$ cat config.mk
export PLATFORM = sky130hd
export DESIGN_NAME = rssi_peak_status
export DESIGN_NICKNAME = d
export VERILOG_FILES = /design/src/rtl/rssi_pkg.sv /design/src/rtl/rssi_ctrl.sv /design/src/rtl/rssi_datapath.sv /design/src/rtl/rssi_peak_status.sv
export SDC_FILE = /design/constraint.sdc
export NUM_CORES = 1
export LEC_CHECK = 0
export BUFFER_PORTS_ARGS = -buffer_cell sky130_fd_sc_hd__buf_2
export CORE_ASPECT_RATIO = 0.75
export CORE_UTILIZATION = 55
export CTS_CLUSTER_SIZE = 8
export DETAILED_ROUTE_END_ITERATION = 10
export GPL_TIMING_DRIVEN = 0
export PLACE_DENSITY = 0.89
export SLEW_MARGIN = 15
export SYNTH_ARGS = -nofsm -noshare
export SYNTH_HDL_FRONTEND = slang
export SYNTH_HIERARCHICAL = 1
export SYNTH_SLANG_ARGS = --single-unit
$ cat constraint.sdc
create_clock -name clk -period 2.1 [get_ports clk]
set_input_delay 0.42 -clock clk [delete_from_list [all_inputs] [get_ports clk]]
set_output_delay 0.42 -clock clk [all_outputs]
set_load 0.01 [all_outputs]
$ cat src/rtl/rssi_pkg.sv
package rssi_pkg;
  typedef struct packed {
    logic clearPeaks;
    logic loadPeaks;
    logic routeSwap;
  } peakCtrl_t;
endpackage

$ cat src/rtl/rssi_ctrl.sv
module rssi_ctrl
  import rssi_pkg::*;
#(
  parameter int OSC_WAIT = 2712
) (
  input  logic      clk,
  input  logic      rstN,
  input  logic      rxActive,
  input  logic      txStart,
  input  logic      swapSel,
  input  logic      oscEn,
  output peakCtrl_t strobes,
  output logic      oscReady
);
  localparam int CNT_W = $clog2(OSC_WAIT + 1);
  localparam logic [CNT_W-1:0] CNT_DONE = CNT_W'(OSC_WAIT);

  logic [CNT_W-1:0] waitCnt;
  logic             doneReg;

  // The transmit start has priority over a sample in the same cycle.
  always_comb begin
    strobes.clearPeaks = txStart;
    strobes.loadPeaks  = rxActive & ~txStart;
    strobes.routeSwap  = swapSel;
  end

  always_ff @(posedge clk or negedge rstN) begin
    if (!rstN) begin
      waitCnt <= '0;
      doneReg <= 1'b0;
    end else if (!oscEn) begin
      waitCnt <= '0;
      doneReg <= 1'b0;
    end else if (waitCnt != CNT_DONE) begin
      waitCnt <= waitCnt + 1'b1;
      doneReg <= (waitCnt == CNT_DONE - 1'b1);
    end
  end

  // Gating with the enable drops the flag within the same cycle.
  assign oscReady = doneReg & oscEn;
endmodule

$ cat src/rtl/rssi_datapath.sv
module rssi_datapath
  import rssi_pkg::*;
#(
  parameter int CODE_W = 3
) (
  input  logic              clk,
  input  logic              rstN,
  input  peakCtrl_t         strobes,
  input  logic [CODE_W-1:0] envA,
  input  logic [CODE_W-1:0] envB,
  output logic [CODE_W-1:0] mainLevel,
  output logic [CODE_W-1:0] auxLevel
);
  localparam int NUM_CH = 2;

  logic [CODE_W-1:0] chIn   [NUM_CH];
  logic [CODE_W-1:0] chPeak [NUM_CH];

  // Channel 0 is main, channel 1 is auxiliary.
  assign chIn[0] = strobes.routeSwap ? envB : envA;
  assign chIn[1] = strobes.routeSwap ? envA : envB;

  for (genvar ch = 0; ch < NUM_CH; ch++) begin : g_chan
    always_ff @(posedge clk or negedge rstN) begin
      if (!rstN) begin
        chPeak[ch] <= '0;
      end else if (strobes.clearPeaks) begin
        chPeak[ch] <= '0;
      end else if (strobes.loadPeaks && (chIn[ch] > chPeak[ch])) begin
        chPeak[ch] <= chIn[ch];
      end
    end
  end

  assign mainLevel = chPeak[0];
  assign auxLevel  = chPeak[1];
endmodule

$ cat src/rtl/rssi_peak_status.sv
module rssi_peak_status
  import rssi_pkg::*;
#(
  parameter int CODE_W   = 3,
  parameter int OSC_WAIT = 2712
) (
  input  logic              clk,
  input  logic              rstN,
  input  logic [CODE_W-1:0] envA,
  input  logic [CODE_W-1:0] envB,
  input  logic              rxActive,
  input  logic              txStart,
  input  logic              swapSel,
  input  logic              oscEn,
  output logic [7:0]        statusByte
);
  peakCtrl_t         strobes;
  logic              oscReady;
  logic [CODE_W-1:0] mainLevel;
  logic [CODE_W-1:0] auxLevel;

  rssi_ctrl #(.OSC_WAIT(OSC_WAIT)) u_ctrl (
    .clk      (clk),
    .rstN     (rstN),
    .rxActive (rxActive),
    .txStart  (txStart),
    .swapSel  (swapSel),
    .oscEn    (oscEn),
    .strobes  (strobes),
    .oscReady (oscReady)
  );

  rssi_datapath #(.CODE_W(CODE_W)) u_dp (
    .clk       (clk),
    .rstN      (rstN),
    .strobes   (strobes),
    .envA      (envA),
    .envB      (envB),
    .mainLevel (mainLevel),
    .auxLevel  (auxLevel)
  );

  assign statusByte = {1'b0, oscReady, auxLevel, mainLevel};
endmodule

* Word level (Yosys, flattened, before mapping)
Index checks and enable logic that the tools add are counted.
Storage, ports and cells: bits in registers 19, word-level logic and storage cells 27, input port bits 12, output and inout port bits 8
Operators by class: add/sub/neg operators 1, magnitude comparators 2, bitwise logic cells 3, equal/unequal tests 3, reduce and logical (&&, ||, !) cells 4, multiplexer cells 10
Operator list (count):
- 2-to-1 mux 12 bit | 2
- 2-to-1 mux 3 bit | 6
- adder 12 x 1 -> 12 bit (second input constant) | 1
- equality test 12 bit (second input constant) | 1
- inequality test 12 bit (second input constant) | 1
- > comparator 3 bit | 2
- nonzero test 2 bit | 2
- bitwise AND 1 bit | 2
- logical AND 1 bit | 2
- 2-to-1 mux 1 bit | 2
- inequality test 2 x 1 -> 1 bit (second input constant) | 1
- NOT 1 bit | 1

* Logic depth before layout (Yosys ltp)
word-level depth 5, gate-level depth with buffers 8

* Modules after synthesis
Netlist, hierarchy kept.
Modules (own cells, without submodules):
- rssi_ctrl | times used 1, cells each 77, area each 749.5 um^2, seq. area each 325.3 um^2
- rssi_datapath | times used 1, cells each 48, area each 503.0 um^2, seq. area each 150.1 um^2
- rssi_peak_status | times used 1, cells each 3, area each 18.8 um^2, seq. area each 0.0 um^2

* Worst setup path before layout
Ideal clock, no wire load.
path type input to register, from input swapSel, to register u_dp.chPeak (netlist bit u_dp/auxLevel[1]), path buffers 2, arrival 1.923 ns, library setup time 0.126 ns, setup slack 0.051 ns, stages 8, cell sequence buf_4 -> buf_6 -> mux2_4 -> ha_1 -> nor2b_1 -> o31ai_1 -> o21ai_0 -> o311a_1
On the way: longest elaborated chain between the ends 4, elaborated cells between the ends (all ways) 6, those cells by class order compare (1); mux (3); reduce/logical (2)
Ends and longest elaborated chain:
- from (decl) | line rssi_peak_status.sv:13 | input logic swapSel,
- 2-to-1 mux 3 bit * | line rssi_datapath.sv:21 | assign chIn[1] = strobes.routeSwap ? envA : envB;
- > comparator 3 bit | line rssi_datapath.sv:29 | end else if (strobes.loadPeaks && (chIn[ch] > chPeak[ch])) begin
- logical AND 1 bit | line rssi_datapath.sv:29
- nonzero test 2 bit (no line)
- to (signal, indexed assignment) | line rssi_datapath.sv:30 | chPeak[ch] <= chIn[ch];
- to (decl) | line rssi_datapath.sv:17 | logic [CODE_W-1:0] chPeak [NUM_CH];
Mark *: on every way between the ends. The rest lies on a longest branch, timed or not. The select of a mux whose other input is x is not followed. A chain may end at the register's enable or synchronous reset.

* Final worst setup path
Same ends and word-level chain as after synthesis.

==> reports/qor.txt <==
Die Y: 43.6 µm
Synth cell count leaders: 19 x dfrtp_1, 10 x nand2_1, 10 x o21ai_0, 8 x a21oi_1, 8 x ha_1
# diodes: 0
Final Critical Period: 1.99 ns
Share of post-route cells with drive strength above 1: 0.230
Per-cell routed wire length: 15.6 µm
Vias in the first global route: 1010
Syn nets: 148
Largest net degree at the start of global routing: 20
Hold_buf cts: 0
Postcts setup bufs: 0
Mean post-synth cell area: 9.93 µm²
GRT Overall Usage: 0.256
Kind of critical path: primary input to flop
Post-route ant nets: 0
First DRT Iteration DRCs: 102
Clock power frac: 0.245
Pwr Density: 548 mW/mm²
Die ar.: 0.00251 mm²
YS warnings: 6
RSZ-0062 raised after global routing: false
Cell taking the most area after synthesis: dfrtp_1
IO Pins: 20
Register area share after synthesis: 0.374
Pleak: 0.633 nW
Net switching power: 0.235 mW
Die X: 57.5 µm
Max clock buf depth: 2
Core area: 0.00208 mm²
DR vias: 1089
Area Growth Syn to Fin: 10.7%
Initial Util: 0.610
Area of the mapped netlist: 0.00127 mm²
Fin util: 0.675
CP required: 2.29 ns
# DRC: 1
CTS tree: done
First-pass GRT wire length: 4730 µm
Later-pin clock latency in the skew report: 0.30 ns
EDFF count, synth: 0
H-Tree Depth: 1
Final HPWL DP: 2050 µm
CP Max Fanout: 6
CP Launch Type: primary input
Fin crit share: 0.946
Area share of the largest cell type after synthesis: 0.374
Final Net Count: 169
Gp weighted congestion: 0.783
Post-synth ARST share: 1.00
Switching share of power: 0.304
Pins over their slew limit: 0
Total gr overflow: 0
Root buffer cell: clkbuf_4
Initial antenna violation count: 0
WL final: 2690 µm
Rows: 14
Cell count after synthesis: 128
Synth Flop Type: dfrtp_1
Final Hold Vio Count: 0
Max Cap Violations: 0
F_max: 0.503 GHz
Final hold slack: 0.0381 ns
IO buf count: 16
Comb power frac: 0.247
Internal: 0.537 mW
CTS clk-pin slew, worst paths: 0.11 ns
Violated checks: DRC
Clk sinks: 19
Synth Register Bits: 19
Netlist cell types: 35
Post-DR vias/cell: 6.33
# resized after CTS: 0
HP Class: primary input to asynchronous set/reset pin
Final setup skew: 0.00413 ns
Router iterations before antenna repair: 7
TritonCTS Buffers: 3
CP endpoint kind: flop
Setup-failing EPs final: 0
Synth area leaders: dfrtp_1 37%, ha_1 7.9%, mux2_4 4.7%
Data arrival, critical path: 2.18 ns
Worst-case reg-to-reg path depth: 6
Status: complete, but fails checks
Worst IR drop on VDD: 0.000439 V
Most frequent cell after synthesis: dfrtp_1
Sequential share of power: 0.508
## critical path, cell delays in order
cell and delay, ns:
buf_4 0.11, buf_6 0.13, mux2_4 0.31, ha_1 0.29, nor2b_1 0.15, o31ai_1 0.42
o21ai_0 0.18, o311a_1 0.16
## cells in the final DEF (no fill, tap or decap), types with 3 or more instances in the layout
cell type	n
a21oi_1	8
buf_2	16
buf_4	6
clkbuf_4	3
dfrtp_1	19
ha_1	8
inv_1	7
mux2_4	4
mux2i_1	5
nand2_1	10
nand3_1	6
nand3b_1	3
nor2b_1	3
o21ai_0	10
o311a_1	4
o31ai_1	4
or3_1	4
## final timing paths
path / startpoint / slack (ns) / end
setup / recovery: swapSel / 0.11 / u_dp/auxLevel[1]
hold / removal: rstN / 0.04 / u_ctrl/waitCnt[4]
setup reg to reg: u_dp/auxLevel[1] / 0.35 / u_dp/auxLevel[1]
hold reg to reg: u_ctrl/waitCnt[11] / 0.58 / u_ctrl/waitCnt[11]
max in group asynchronous: rstN / 1.77 / u_ctrl/doneReg
min in group clk: txStart / 0.39 / u_dp/mainLevel[0]
## logic make-up (layout without fill, tap and decap cells)
kind of cell	count (synthesis)	in the layout	share of synthesized area
AO/OA/AOI/OAI	34	34	0.176
other	1	1	0.00295
AND/OR/NAND/NOR	39	39	0.197
flip-flops	19	19	0.374
multiplexers	9	9	0.0866
adder cells (fa/ha/maj)	8	8	0.0787
buffers and inverters	16	36	0.0709
XOR/XNOR	2	2	0.0138
## power groups by stage
stage / combinational (mW) / clock, mW / sequential [mW]
2_1_floorplan: 0.123 / 0 / 0.403
3_3_place_gp: 0.172 / 0 / 0.398
4_1_cts: 0.188 / 0.192 / 0.392
6_report: 0.191 / 0.189 / 0.392
5_1_grt: 0.216 / 0.209 / 0.394
3_5_place_dp: 0.187 / 0 / 0.399
## through the flow
stage	total power [mW]	area [µm²]	setup TNS, ns	setup slack, ns	instances
after floorplan	0.527	1270	0	0.0513	128
after global placement	0.570	1380	-0.0445	-0.0207	168
after detailed placement	0.586	1380	-0.605	-0.182	168
after CTS	0.772	1410	0	0.149	172
after global routing	0.819	1410	0	0.0578	172
final	0.771	1410	0	0.113	172
## sequential cells by signal, indices dropped and copies added, names as in the netlist
signal          flops
u_dp/mainLevel      3
u_ctrl/waitCnt     12
u_dp/auxLevel       3
u_ctrl/doneReg      1
## layer usage
layer / up-vias / GRT usage / wire [µm]
met5: - / 0 / 0
met4: 0 / 0.0537 / 17
met3: 2 / 0.0657 / 165
met2: 49 / 0.447 / 1310
met1: 526 / 0.325 / 1190
li1: 512 / - / -
## cell type report
class	instances	area [µm²]
Multi-Input combinational cell	93	706
Fill cell	175	677
Sequential cell	19	475
Timing Repair Buffer	16	80.1
Buffer	8	60.1
Inverter	8	30.0
Tap cell	24	30.0
Clock buffer	4	26.3
No activity file was read; power rests on OpenSTA's default activity.
